File: config.mk
export PLATFORM = sky130hd
export DESIGN_NAME = trigCombiner
export DESIGN_NICKNAME = d
export VERILOG_FILES = /design/src/rtl/trig_pkg.sv /design/src/rtl/trigDatapath.sv /design/src/rtl/trigControl.sv /design/src/rtl/trigCombiner.sv
export SDC_FILE = /design/constraint.sdc
export NUM_CORES = 1
export LEC_CHECK = 0
export BUFFER_PORTS_ARGS = -buffer_cell sky130_fd_sc_hd__buf_2
export CAP_MARGIN = 20
export CORE_ASPECT_RATIO = 0.9
export CORE_MARGIN = 2
export CORE_UTILIZATION = 60
export CTS_CLUSTER_SIZE = 25
export DETAILED_ROUTE_END_ITERATION = 12
export GPL_ROUTABILITY_DRIVEN = 0
export PLACE_DENSITY = 0.82
export SYNTH_ARGS = -nofsm -noshare
export SYNTH_HDL_FRONTEND = slang
export SYNTH_SLANG_ARGS = --single-unit
File: constraint.sdc
create_clock -name clk -period 7.1 [get_ports clk]
set_input_delay 0.355 -clock clk [delete_from_list [all_inputs] [get_ports clk]]
set_output_delay 0.355 -clock clk [all_outputs]
set_load 0.02 [all_outputs]
File: src/rtl/trig_pkg.sv
package trig_pkg;
  localparam int ADDR_W = 4;
  localparam logic [ADDR_W-1:0] A_SELECT = 4'd8;
  localparam logic [ADDR_W-1:0] A_DELAY  = 4'd9;
  localparam logic [ADDR_W-1:0] A_WIDTH  = 4'd10;
  localparam logic [ADDR_W-1:0] A_ID     = 4'd11;
  localparam logic [ADDR_W-1:0] A_STATUS = 4'd12;

  typedef struct packed {
    logic latchId;  // capture tluId this cycle
    logic irq;      // interrupt pending
    logic busy;     // pulse pending or running
  } ctlStrobes_t;
endpackage

File: src/rtl/trigDatapath.sv
module trigDatapath
  import trig_pkg::*;
#(
  parameter int NUM_CH  = 24,
  parameter int NUM_SRC = 3,
  parameter int CNT_W   = 16,
  parameter int ID_W    = 16,
  parameter int DATA_W  = 32
) (
  input  logic              clk,
  input  logic              rstN,
  input  logic [NUM_CH-1:0] chIn,
  input  logic              vetoIn,
  input  logic [ID_W-1:0]   tluId,
  input  logic              wrEn,
  input  logic [ADDR_W-1:0] wrAddr,
  input  logic [DATA_W-1:0] wrData,
  input  logic [ADDR_W-1:0] rdAddr,
  output logic [DATA_W-1:0] rdData,
  input  ctlStrobes_t       strobes,
  output logic              srcHit,
  output logic              vetoSync,
  output logic [CNT_W-1:0]  delayCfg,
  output logic [CNT_W-1:0]  widthCfg,
  output logic [ID_W-1:0]   idHold
);
  logic [NUM_CH-1:0] syncA, syncB, prevB, chEvent;
  logic              vetoA;
  logic [NUM_CH-1:0] srcMask [NUM_SRC];
  logic [NUM_SRC-1:0] srcSel, srcActive;
  logic              unusedWr;

  assign unusedWr = ^wrData;

  // two-stage synchronisers plus edge history
  always_ff @(posedge clk or negedge rstN) begin
    if (!rstN) begin
      syncA <= '0; syncB <= '0; prevB <= '0;
      vetoA <= 1'b0; vetoSync <= 1'b0;
    end else begin
      syncA <= chIn; syncB <= syncA; prevB <= syncB;
      vetoA <= vetoIn; vetoSync <= vetoA;
    end
  end

  assign chEvent = syncB & ~prevB;

  generate
    for (genvar s = 0; s < NUM_SRC; s++) begin : g_src
      always_ff @(posedge clk or negedge rstN) begin
        if (!rstN) srcMask[s] <= '0;
        else if (wrEn && wrAddr == ADDR_W'(s)) srcMask[s] <= wrData[NUM_CH-1:0];
      end
      assign srcActive[s] = srcSel[s] & (|(chEvent & srcMask[s]));
    end
  endgenerate

  assign srcHit = |srcActive;

  always_ff @(posedge clk or negedge rstN) begin
    if (!rstN) begin
      srcSel <= '0; delayCfg <= '0; widthCfg <= '0;
    end else if (wrEn) begin
      case (wrAddr)
        A_SELECT: srcSel   <= wrData[NUM_SRC-1:0];
        A_DELAY:  delayCfg <= wrData[CNT_W-1:0];
        A_WIDTH:  widthCfg <= wrData[CNT_W-1:0];
        default: ;
      endcase
    end
  end

  always_ff @(posedge clk or negedge rstN) begin
    if (!rstN) idHold <= '0;
    else if (strobes.latchId) idHold <= tluId;
  end

  always_comb begin
    rdData = '0;
    for (int s = 0; s < NUM_SRC; s++)
      if (rdAddr == ADDR_W'(s)) rdData = DATA_W'(srcMask[s]);
    case (rdAddr)
      A_SELECT: rdData = DATA_W'(srcSel);
      A_DELAY:  rdData = DATA_W'(delayCfg);
      A_WIDTH:  rdData = DATA_W'(widthCfg);
      A_ID:     rdData = DATA_W'(idHold);
      A_STATUS: rdData = DATA_W'({strobes.busy, strobes.irq});
      default: ;
    endcase
  end
endmodule

File: src/rtl/trigControl.sv
module trigControl
  import trig_pkg::*;
#(
  parameter int CNT_W = 16
) (
  input  logic             clk,
  input  logic             rstN,
  input  logic             srcHit,
  input  logic             vetoSync,
  input  logic             irqAck,
  input  logic [CNT_W-1:0] delayCfg,
  input  logic [CNT_W-1:0] widthCfg,
  output ctlStrobes_t      strobes,
  output logic             trigOut,
  output logic             sampleIrq
);
  typedef enum logic [1:0] {ST_IDLE, ST_DELAY, ST_PULSE} phase_t;
  phase_t          phase;
  logic [CNT_W-1:0] cnt, widthLast;
  logic             accept;

  assign accept    = (phase == ST_IDLE) && !sampleIrq && srcHit && !vetoSync;
  assign widthLast = (widthCfg == '0) ? '0 : widthCfg - CNT_W'(1);

  always_ff @(posedge clk or negedge rstN) begin
    if (!rstN) begin
      phase <= ST_IDLE;
      cnt   <= '0;
    end else begin
      case (phase)
        ST_IDLE: if (accept) begin
          if (delayCfg == '0) begin phase <= ST_PULSE; cnt <= widthLast; end
          else begin phase <= ST_DELAY; cnt <= delayCfg - CNT_W'(1); end
        end
        ST_DELAY: if (cnt == '0) begin phase <= ST_PULSE; cnt <= widthLast; end
                  else cnt <= cnt - CNT_W'(1);
        ST_PULSE: if (cnt == '0) phase <= ST_IDLE;
                  else cnt <= cnt - CNT_W'(1);
        default: phase <= ST_IDLE;
      endcase
    end
  end

  always_ff @(posedge clk or negedge rstN) begin
    if (!rstN) sampleIrq <= 1'b0;
    else if (accept) sampleIrq <= 1'b1;
    else if (irqAck) sampleIrq <= 1'b0;
  end

  assign trigOut         = (phase == ST_PULSE);
  assign strobes.latchId = accept;
  assign strobes.irq     = sampleIrq;
  assign strobes.busy    = (phase != ST_IDLE);
endmodule

File: src/rtl/trigCombiner.sv
module trigCombiner
  import trig_pkg::*;
#(
  parameter int NUM_CH  = 24,
  parameter int NUM_SRC = 3,
  parameter int CNT_W   = 16,
  parameter int ID_W    = 16,
  parameter int DATA_W  = 32
) (
  input  logic              clk,
  input  logic              rstN,
  input  logic [NUM_CH-1:0] chIn,
  input  logic              vetoIn,
  input  logic [ID_W-1:0]   tluId,
  input  logic              irqAck,
  input  logic              wrEn,
  input  logic [3:0]        wrAddr,
  input  logic [DATA_W-1:0] wrData,
  input  logic [3:0]        rdAddr,
  output logic [DATA_W-1:0] rdData,
  output logic              trigOut,
  output logic              sampleIrq
);
  ctlStrobes_t      strobes;
  logic             srcHit, vetoSync, busy;
  logic [CNT_W-1:0] delayCfg, widthCfg;
  logic [ID_W-1:0]  idHold;

  assign busy = strobes.busy;

  trigDatapath #(.NUM_CH(NUM_CH), .NUM_SRC(NUM_SRC), .CNT_W(CNT_W),
                 .ID_W(ID_W), .DATA_W(DATA_W)) u_dp (
    .clk(clk), .rstN(rstN), .chIn(chIn), .vetoIn(vetoIn), .tluId(tluId),
    .wrEn(wrEn), .wrAddr(wrAddr), .wrData(wrData), .rdAddr(rdAddr),
    .rdData(rdData), .strobes(strobes), .srcHit(srcHit),
    .vetoSync(vetoSync), .delayCfg(delayCfg), .widthCfg(widthCfg),
    .idHold(idHold));

  trigControl #(.CNT_W(CNT_W)) u_ctl (
    .clk(clk), .rstN(rstN), .srcHit(srcHit), .vetoSync(vetoSync),
    .irqAck(irqAck), .delayCfg(delayCfg), .widthCfg(widthCfg),
    .strobes(strobes), .trigOut(trigOut), .sampleIrq(sampleIrq));
endmodule

==> flow_results.org, run 1 <==
** Timing
- On the final layout, the worst hold slack is 0.0273 ns.
- The count of final hold-check violations is 0.
- Final max-slew violation count :: 0
- Worst Slack Setup Final :: 3.79 ns
- Final setup violation count :: 0
- For the pin with the worst max-slew slack, the measured transition is 0.917 ns.
- Slew headroom :: 38.9%
- For the final routed database, the setup TNS stands at 0 ns.
- Final critical delay including setup and external delays :: 3.31 ns
- Setup repair after global routing missed its margin :: no
- Crit share post-route :: a little under half
- Upper clock frequency limit :: 0.302 GHz
- Setup skew after layout :: 0.00697 ns

** Clocking
- CTS Buf Count :: 23
- Post-cts sizing count :: 0
- Clock Path Buffers :: 3
- Clock latency on the worst-skew pair, taken at its later pin, is 0.51 ns.
- Hold buffers post-CTS :: 26
- CTS built an H-tree with a depth of 1.
- Once the clock tree was built, the setup fixing pass inserted 0 buffers.
- Buffer type at the clock tree root :: sky130_fd_sc_hd__clkbuf_16
- Clock-pin slew was measured on the worst setup and hold paths at 0.06 ns.
- Number of sinks driven by the clock tree :: between 200 and 250
- TritonCTS clock tree :: yes

** Floorplan
- Once the floorplan was initialized, standard cells occupied between 60% and 70% of the core.
- The die is roughly 130 um tall.
- Chip width :: between 100 and 150 um
- The floorplan has 45 rows.
- Num ports :: 119
- The floorplan step defined a die boundary enclosing 18200 um2.
- The floorplan step defined a core boundary enclosing 16800 um2.

** Yosys
- Synth Cell Area :: 10300 um2
- Number of synthesis warnings :: 0
- Part of the Yosys area used for sequential elements :: 52.4%
- Among all flip-flop cells after synthesis, the most frequent one is sky130_fd_sc_hd__dfrtp_1.
- Mean post-synth cell area :: ~12 um2
- Number of flops mapped to enable cells by yosys :: 0
- Distinct cell type count of the synthesized netlist :: 60
- Synthesis produced a netlist whose cell count is 875.
- The synthesized design contains 216 register bits.
- Of all flip-flops after synthesis, the portion carrying an async set or reset was 100%.

** Placed design
- Placed Instance Area :: ~11000 um2
- Prior to clock tree synthesis, the placed netlist has a worst setup slack of 3.87 ns.
- Detailed placement HPWL :: 18600 um
- Cells after DPL :: 1160
- Input and output buffers added on the ports amount to roughly 100.

** Route
- DR vias :: approximately 8k
- First-iteration detailed-routing DRC count :: 986
- After detailed routing, the average wire length per cell comes to 22.0 um.
- Detail Route Antenna Nets :: 0
- Dividing the detail-routed via count by the number of cells gives 6.55.
- Pre-Repair DR Iteration Count :: 6
- Wires add up to 27000 um.
- After detailed routing, the number of remaining DRC violations is 0.

** Power and ir drop
- In this run the power density over the cells is 338 nW/um2.
- Leakage :: 5.21 nW
- Peak ir drop on the vdd network :: 0.220 mV
- Power Total :: 4.05 mW

** Setup path
- Critical path startpoint category :: flip-flop
- Data on the critical path arrives at its endpoint at around 3.7 ns.
- Highest net fanout along the worst path :: 18
- The worst setup path is captured at a flip-flop.
- Delay-heaviest family, CP :: simple AND/OR/NAND/NOR gates
- The critical path is of the flip-flop to flip-flop type.
- On the worst path, the slowest cell contributes a delay of between 0.6 and 0.7 ns.
- Critical Path, Cell by Cell :: nand3b_1, nand4_1, or4_1, o31a_1, nor3_4, nand3b_4, mux2_2
- At the worst endpoint, the required time is roughly 7.5 ns.
- Cell at the slowest stage of the critical path :: sky130_fd_sc_hd__or4_1
- WP buf/inv :: 0

** Flow run
- Maximum Capacitance Violations :: 0

** GRT
- The initial antenna violation count was 2.
- First-pass GRT wire length :: 42300 um
- Pin count of the biggest net entering global routing :: 90
- The total overflow left after global routing is 0.
- Vias in the first global route :: 7751
- Global routing used 30.0% of the available tracks across all layers.

** Finish
- Final instance count without filler cells :: around 1.2k
- 0 antenna diodes ended up in the layout.
- Ratio of cells with drive above 1 in the final layout :: 28.9%
- Post-route cell area :: 12000 um2
- Measured on the finished design, the core utilization comes to 71.2%.
- The net count of the finished layout is 1095.
- Fillers :: between 1k and 1.5k
- Area growth from synthesis to layout :: 16.2%

** Hold path
- Hold Path Class :: input port to flip-flop

** Outcome
- The flow ran to the end, and the final reports show no timing, DRC or antenna violations.
## state kept, by name (all words and copies together), names as in the netlist
register / count
u_dp.srcMask: 72
u_dp.prevB: 24
u_dp.syncA: 24
u_dp.syncB: 24
u_ctl.cnt: 16
u_dp.delayCfg: 16
u_dp.idHold: 16
u_dp.widthCfg: 16
u_dp.srcSel: 3
u_ctl.phase: 2
u_ctl.sampleIrq: 1
u_dp.vetoA: 1
u_dp.vetoSync: 1
## cells in the mapped netlist (all sizes together) (3+ instances only)
master	number	area share, %
ha	10	1.2
nand4	21	1.3
o31a	4	0.34
clkbuf	30	1.1
a2bb2oi	6	0.51
or3	4	0.24
nor3	33	1.7
o2bb2ai	5	0.42
a222oi	22	2.1
or4	9	0.69
a22oi	18	1.3
and2	3	0.18
nand2b	5	0.30
dfrtp	216	52
o211ai	3	0.22
nor4	8	0.69
inv	21	0.76
nor2	42	1.5
nand3	9	0.44
mux2i	3	0.29
o21ai	54	2.7
xnor2	11	0.93
a211oi	3	0.22
mux2	139	15
nand2	24	0.87
xor2	16	1.4
buf	16	1.0
a21oi	16	0.78
o22ai	9	0.55
and3	4	0.24
nor3b	8	0.58
nand3b	77	5.7
## path summary, 6_finish.rpt
| kind | cells past startpoint | startpoint | slack [ns] | endpoint |
|---|---|---|---|---|
| worst max-delay path | 7 | u_dp.syncB[23]$_DFF_PN0_ | 3.79 | u_dp.idHold[4]$_DFFE_PN0P_ |
| worst min-delay path | 2 | irqAck | 0.03 | u_ctl.sampleIrq$_DFFE_PN0P_ |
| worst max register to register | 7 | u_dp.syncB[23]$_DFF_PN0_ | 3.79 | u_dp.idHold[4]$_DFFE_PN0P_ |
| worst min register to register | 0 | u_dp.syncA[6]$_DFF_PN0_ | 0.35 | u_dp.syncB[6]$_DFF_PN0_ |
| max in group asynchronous | 3 | rstN | 5.32 | u_dp.idHold[15]$_DFFE_PN0P_ |
| min in group asynchronous | 2 | rstN | 0.45 | u_dp.syncB[17]$_DFF_PN0_ |
## routing by layer
metal	track usage, %	vias to the layer above	part of all wire [%]
met5	0	-	0.096
met4	7.88	4	2.3
met3	5.73	58	9.5
met2	45.7	461	45
met1	44.7	3978	44
li1	-	3527	-
## placed cells by master (no fill, tap or decap), types with 6 or more instances in the layout
cell / netlist / layout
sky130_fd_sc_hd__dlygate4sd3_1: 0 / 26
sky130_fd_sc_hd__nand2_1: 24 / 24
sky130_fd_sc_hd__buf_2: 4 / 101
sky130_fd_sc_hd__clkbuf_16: 0 / 23
sky130_fd_sc_hd__a2bb2oi_1: 6 / 6
sky130_fd_sc_hd__nor2_1: 42 / 42
sky130_fd_sc_hd__mux2_1: 8 / 8
sky130_fd_sc_hd__mux2_2: 131 / 131
sky130_fd_sc_hd__or4_1: 8 / 8
sky130_fd_sc_hd__buf_4: 9 / 11
sky130_fd_sc_hd__xnor2_1: 11 / 11
sky130_fd_sc_hd__conb_1: 1 / 8
sky130_fd_sc_hd__nor3_1: 32 / 32
sky130_fd_sc_hd__dfrtp_1: 216 / 216
sky130_fd_sc_hd__o21ai_0: 52 / 52
sky130_fd_sc_hd__nand4_1: 21 / 21
sky130_fd_sc_hd__inv_1: 21 / 21
sky130_fd_sc_hd__xor2_1: 16 / 16
sky130_fd_sc_hd__o22ai_1: 9 / 9
sky130_fd_sc_hd__ha_1: 10 / 10
sky130_fd_sc_hd__a21oi_1: 16 / 16
sky130_fd_sc_hd__a22oi_1: 18 / 18
sky130_fd_sc_hd__nand3_1: 9 / 9
sky130_fd_sc_hd__nand3b_1: 76 / 76
sky130_fd_sc_hd__a222oi_1: 22 / 22
sky130_fd_sc_hd__clkbuf_1: 30 / 7
## power by group
part / total (mW) / internal (mW) / switching, mW
registers: 1.75 / 1.49 / 0.263
clock network: 1.14 / 0.673 / 0.467
logic: 1.16 / 0.529 / 0.631
total: 4.05 / 2.69 / 1.36
## cell families (layout without fill, tap and decap cells)
| family | after synthesis | after routing | synth area share [%] |
|---|---|---|---|
| AND/OR/NAND/NOR | 256 | 256 | 15.2 |
| flip-flops | 216 | 216 | 52.4 |
| AO/OA/AOI/OAI | 156 | 156 | 10.5 |
| multiplexers | 142 | 142 | 15.5 |
| buffers and inverters | 67 | 200 | 2.89 |
| XOR/XNOR | 27 | 27 | 2.29 |
| adder cells (fa/ha/maj) | 10 | 10 | 1.21 |
| other | 1 | 8 | 0.0364 |
## cell type report
class | count | area, um2 | area share, %
clock buffer | 34 | 657 | 5.48
clock inverter | 6 | 55.1 | 0.460
inverter | 21 | 78.8 | 0.658
multi-input combinational | 599 | 4660 | 38.9
sequential | 216 | 5410 | 45.1
tap | 211 | 264 | 2.20
timing repair buffer | 139 | 862 | 7.20
No activity file was read; power rests on OpenSTA's default activity.
==> run 2: changes to the inputs <==
Settings changed: CORE_UTILIZATION 60 to 59, PLACE_DENSITY 0.82 to 0.8.
Clock period 7.1 ns to 3.4 ns, I/O delays scaled along.
==> run 2 against run 1 <==
Against the previous run:
- worst hold slack improved by 0.21 ns
- power increased by 110%
- clock-buffer cell count decreased by 3
- largest cell class unchanged
- die area increased by 1.6%
- combinational power increased by 110%
- wire length increased by 3.6%
- critical path depth increased by 1
- flip-flop and latch count unchanged
- non-clock buffer count increased by 45
- fmax increased by 17%
- sequential power increased by 110%
- clock skew increased by 0.0050 ns
==> flow_results.org, run 2 (synthesis gave the netlist of run 1 again) <==
** Power and ir drop
- Summed over all cells, the static leakage comes to about 5.4 nW.
- Overall power consumption after layout is estimated at 8.67 mW.
- Peak ir drop on the vdd network :: 0.503 mV
- In this run the power density over the cells is 693 nW/um2.

** Timing
- Sum Neg Setup Slack :: 0 ns
- Static timing analysis puts the maximum clock frequency at roughly 0.35 GHz.
- Final setup violation count :: 0
- On the final layout, the worst clock skew is 0.0120 ns.
- Setup repair after global routing missed its margin :: no
- The count of final hold-check violations is 0.
- Tightest Pin Transition :: 0.748 ns
- The worst path meets setup with 0.565 ns of slack.
- In this run the tightest slew margin relative to its limit is 50.1%.
- Crit share post-route :: 83.4%
- The smallest clock period supported by the final layout is computed as 2.83 ns.
- The count of pins over their slew limit is 0.

** Outcome
- Run status :: completed

** Floorplan
- 119 I/O pins were placed.
- Die outline area :: 18500 um2
- Measured along the x axis, the die boundary spans 143 um.
- Initial Util :: 60.6%
- The die is about 130 um tall.
- After floorplanning, the core was sized to cover 17000 um2.
- Placement row count :: 45

** Setup path
- Required time reported for the critical path endpoint :: 3.78 ns
- On the critical path the largest part of the delay comes from simple AND/OR/NAND/NOR gates.
- The setup path with the least slack is of type flip-flop to flip-flop.
- The worst setup path is captured at a flip-flop.
- Together, buffers and inverters on the worst path number 1.
- Along the worst path, the maximum fanout reaches 14.
- Critical path startpoint category :: flip-flop
- Cell at the slowest stage of the critical path :: sky130_fd_sc_hd__or4_1
- Maximum single-stage delay on the critical path :: 0.61 ns
- Critical Path, Cell by Cell :: nand3b_1, nand4_1, or4_1, o31a_1, nor3_4, buf_4, o21ai_2, mux2_2
- Data on the critical path arrives at its endpoint at ~3.2 ns.

** Hold path
- In this run the worst hold path is classified as input port to flip-flop.

** Clocking
- Counting the buffers created by CTS gives 22.
- Buffer type at the clock tree root :: sky130_fd_sc_hd__clkbuf_16
- Clock slew seen by the registers of the worst setup and hold paths :: 0.06 ns
- No sink is reached through more buffers than the 3 on the longest clock path.
- Number of levels the H-tree was split into :: 1
- Clock latency on the worst-skew pair, taken at its later pin, is 0.50 ns.
- Post-CTS Setup Repair Bufs :: 0
- Post-cts sizing count :: 0
- The clock drives 216 sinks.
- TritonCTS built the clock tree.

** Finish
- Of the cells placed in the final design, the portion with a size suffix greater than 1 is 28.4%.
- Fillers :: 1144
- 0 antenna diodes ended up in the layout.
- The sequential cells in the finished layout cover a total of 5410 um2.
- Number of nets at the end of the flow :: 1139
- The finished cells cover about 13000 um2.
- The register with the most flip-flops in the final layout is u_dp.srcMask.
- Leaving out fill and tap cells, the most frequent cell in the layout is sky130_fd_sc_hd__dfrtp_1.
- In the layout the commonest cells are sky130_fd_sc_hd__dfrtp_1, sky130_fd_sc_hd__mux2_2, sky130_fd_sc_hd__buf_2, sky130_fd_sc_hd__nand3b_1, sky130_fd_sc_hd__dlygate4sd3_1.
- Compared with the post-synthesis result, the final layout area differs by 21.4%.
- Final instance count without filler cells :: about 1.3k
- Largest register FFs :: 72
- Footprint of the multi-input gates :: approximately 4700 um2

** Route
- Average detailed-routed wire length per instance :: approximately 22 um
- For this run, the detailed router's first-pass iteration total came to 8.
- The detailed router placed 8261 vias in this run.
- Via/cell ratio :: approximately 6.4
- Routed WL :: 27900 um
- Detail Route Antenna Nets :: 0
- In the routed design, unresolved DRC markers number 0.
- After the first detailed-routing iteration, the DRC count stood at 1044.

** GRT
- GRT Overall Usage :: 30.9%
- GR Overflow Total :: 0
- The first global-routing pass estimated between 40000 and 50000 um of wire.
- Antenna violations before repair :: 1
- Entering global routing, the biggest net connects 105 pins.
- Vias in the first global route :: between 8k and 9k

** Placed design
- Detailed placement HPWL :: 18300 um
- IO Port Bufs :: 102
- Placed Instance Area :: ~11000 um2
- Dpl ws :: between 0.6 and 0.7 ns
- The number of placed instances, taps included, is around 1.2k.

** Flow run
- Maximum Capacitance Violations :: 0
[run 2: changes by cell type in the layout (fill, tap and decap cells not counted)]
cell | previous run | this run
sky130_fd_sc_hd__buf_8 | 0 | 1
sky130_fd_sc_hd__clkbuf_1 | 7 | 1
sky130_fd_sc_hd__clkinvlp_4 | 0 | 1
sky130_fd_sc_hd__bufinv_16 | 1 | 2
sky130_fd_sc_hd__dlygate4sd3_1 | 26 | 67
sky130_fd_sc_hd__clkinv_2 | 5 | 4
sky130_fd_sc_hd__buf_12 | 0 | 1
sky130_fd_sc_hd__buf_4 | 11 | 14
sky130_fd_sc_hd__clkbuf_8 | 5 | 7
[run 2: tightest hold or removal path: stages]
cell and delay, ns:
sky130_fd_sc_hd__buf_2 0.12, sky130_fd_sc_hd__nor2_1 0.06, sky130_fd_sc_hd__nand2b_1 0.17, sky130_fd_sc_hd__mux2_2 0.18
[run 2: final cells by class]
class                      instances  area share, %
sequential                       216           43.2
multi-input combinational        599           37.2
timing repair buffer             184           10.5
clock buffer                      31           5.40
tap                              235           2.35
clock inverter                     7          0.700
inverter                          21          0.630
[run 2: stage by stage]
step | util (%) | hold WS [ns]
4_1_cts | 73.6 | 0.214
3_5_place_dp | 65.2 | 0.270
6_report | 73.6 | 0.239
3_3_place_gp | 65.2 | 0.268
5_1_grt | 73.6 | 0.247
2_1_floorplan | - | -0.126
[run 2: final timing paths]
path	start	end	slack (ns)	cells past startpoint
worst min register to register	u_dp.syncA[20]$_DFF_PN0_	u_dp.syncB[20]$_DFF_PN0_	0.35	0
worst max-delay path	u_dp.syncB[23]$_DFF_PN0_	u_ctl.cnt[1]$_DFFE_PN0P_	0.57	8
max in group asynchronous	rstN	u_dp.syncB[17]$_DFF_PN0_	2.16	3
worst max register to register	u_dp.syncB[23]$_DFF_PN0_	u_ctl.cnt[1]$_DFFE_PN0P_	0.57	8
min in group asynchronous	rstN	u_dp.syncB[15]$_DFF_PN0_	0.31	2
worst min-delay path	wrAddr[0]	u_dp.srcSel[2]$_DFFE_PN0P_	0.24	4
[run 2: metal layers]
metal	global-route usage, %	wire, um
met5	0	0
met4	7.90	598
met3	5.17	2560
met2	49.1	12800
met1	45.0	12000
[run 2: what timing repair did]
item | CTS | global route
hold buffers | 67 | 0
hold endpoints to repair | 232 | 0
setup endpoints to repair | 0 | 0
[run 2: report_power, final]
group | total (mW) | internal (mW) | switching (mW)
clock network | 2.52 | 1.53 | 0.995
registers | 3.66 | 3.11 | 0.553
logic | 2.48 | 1.15 | 1.33
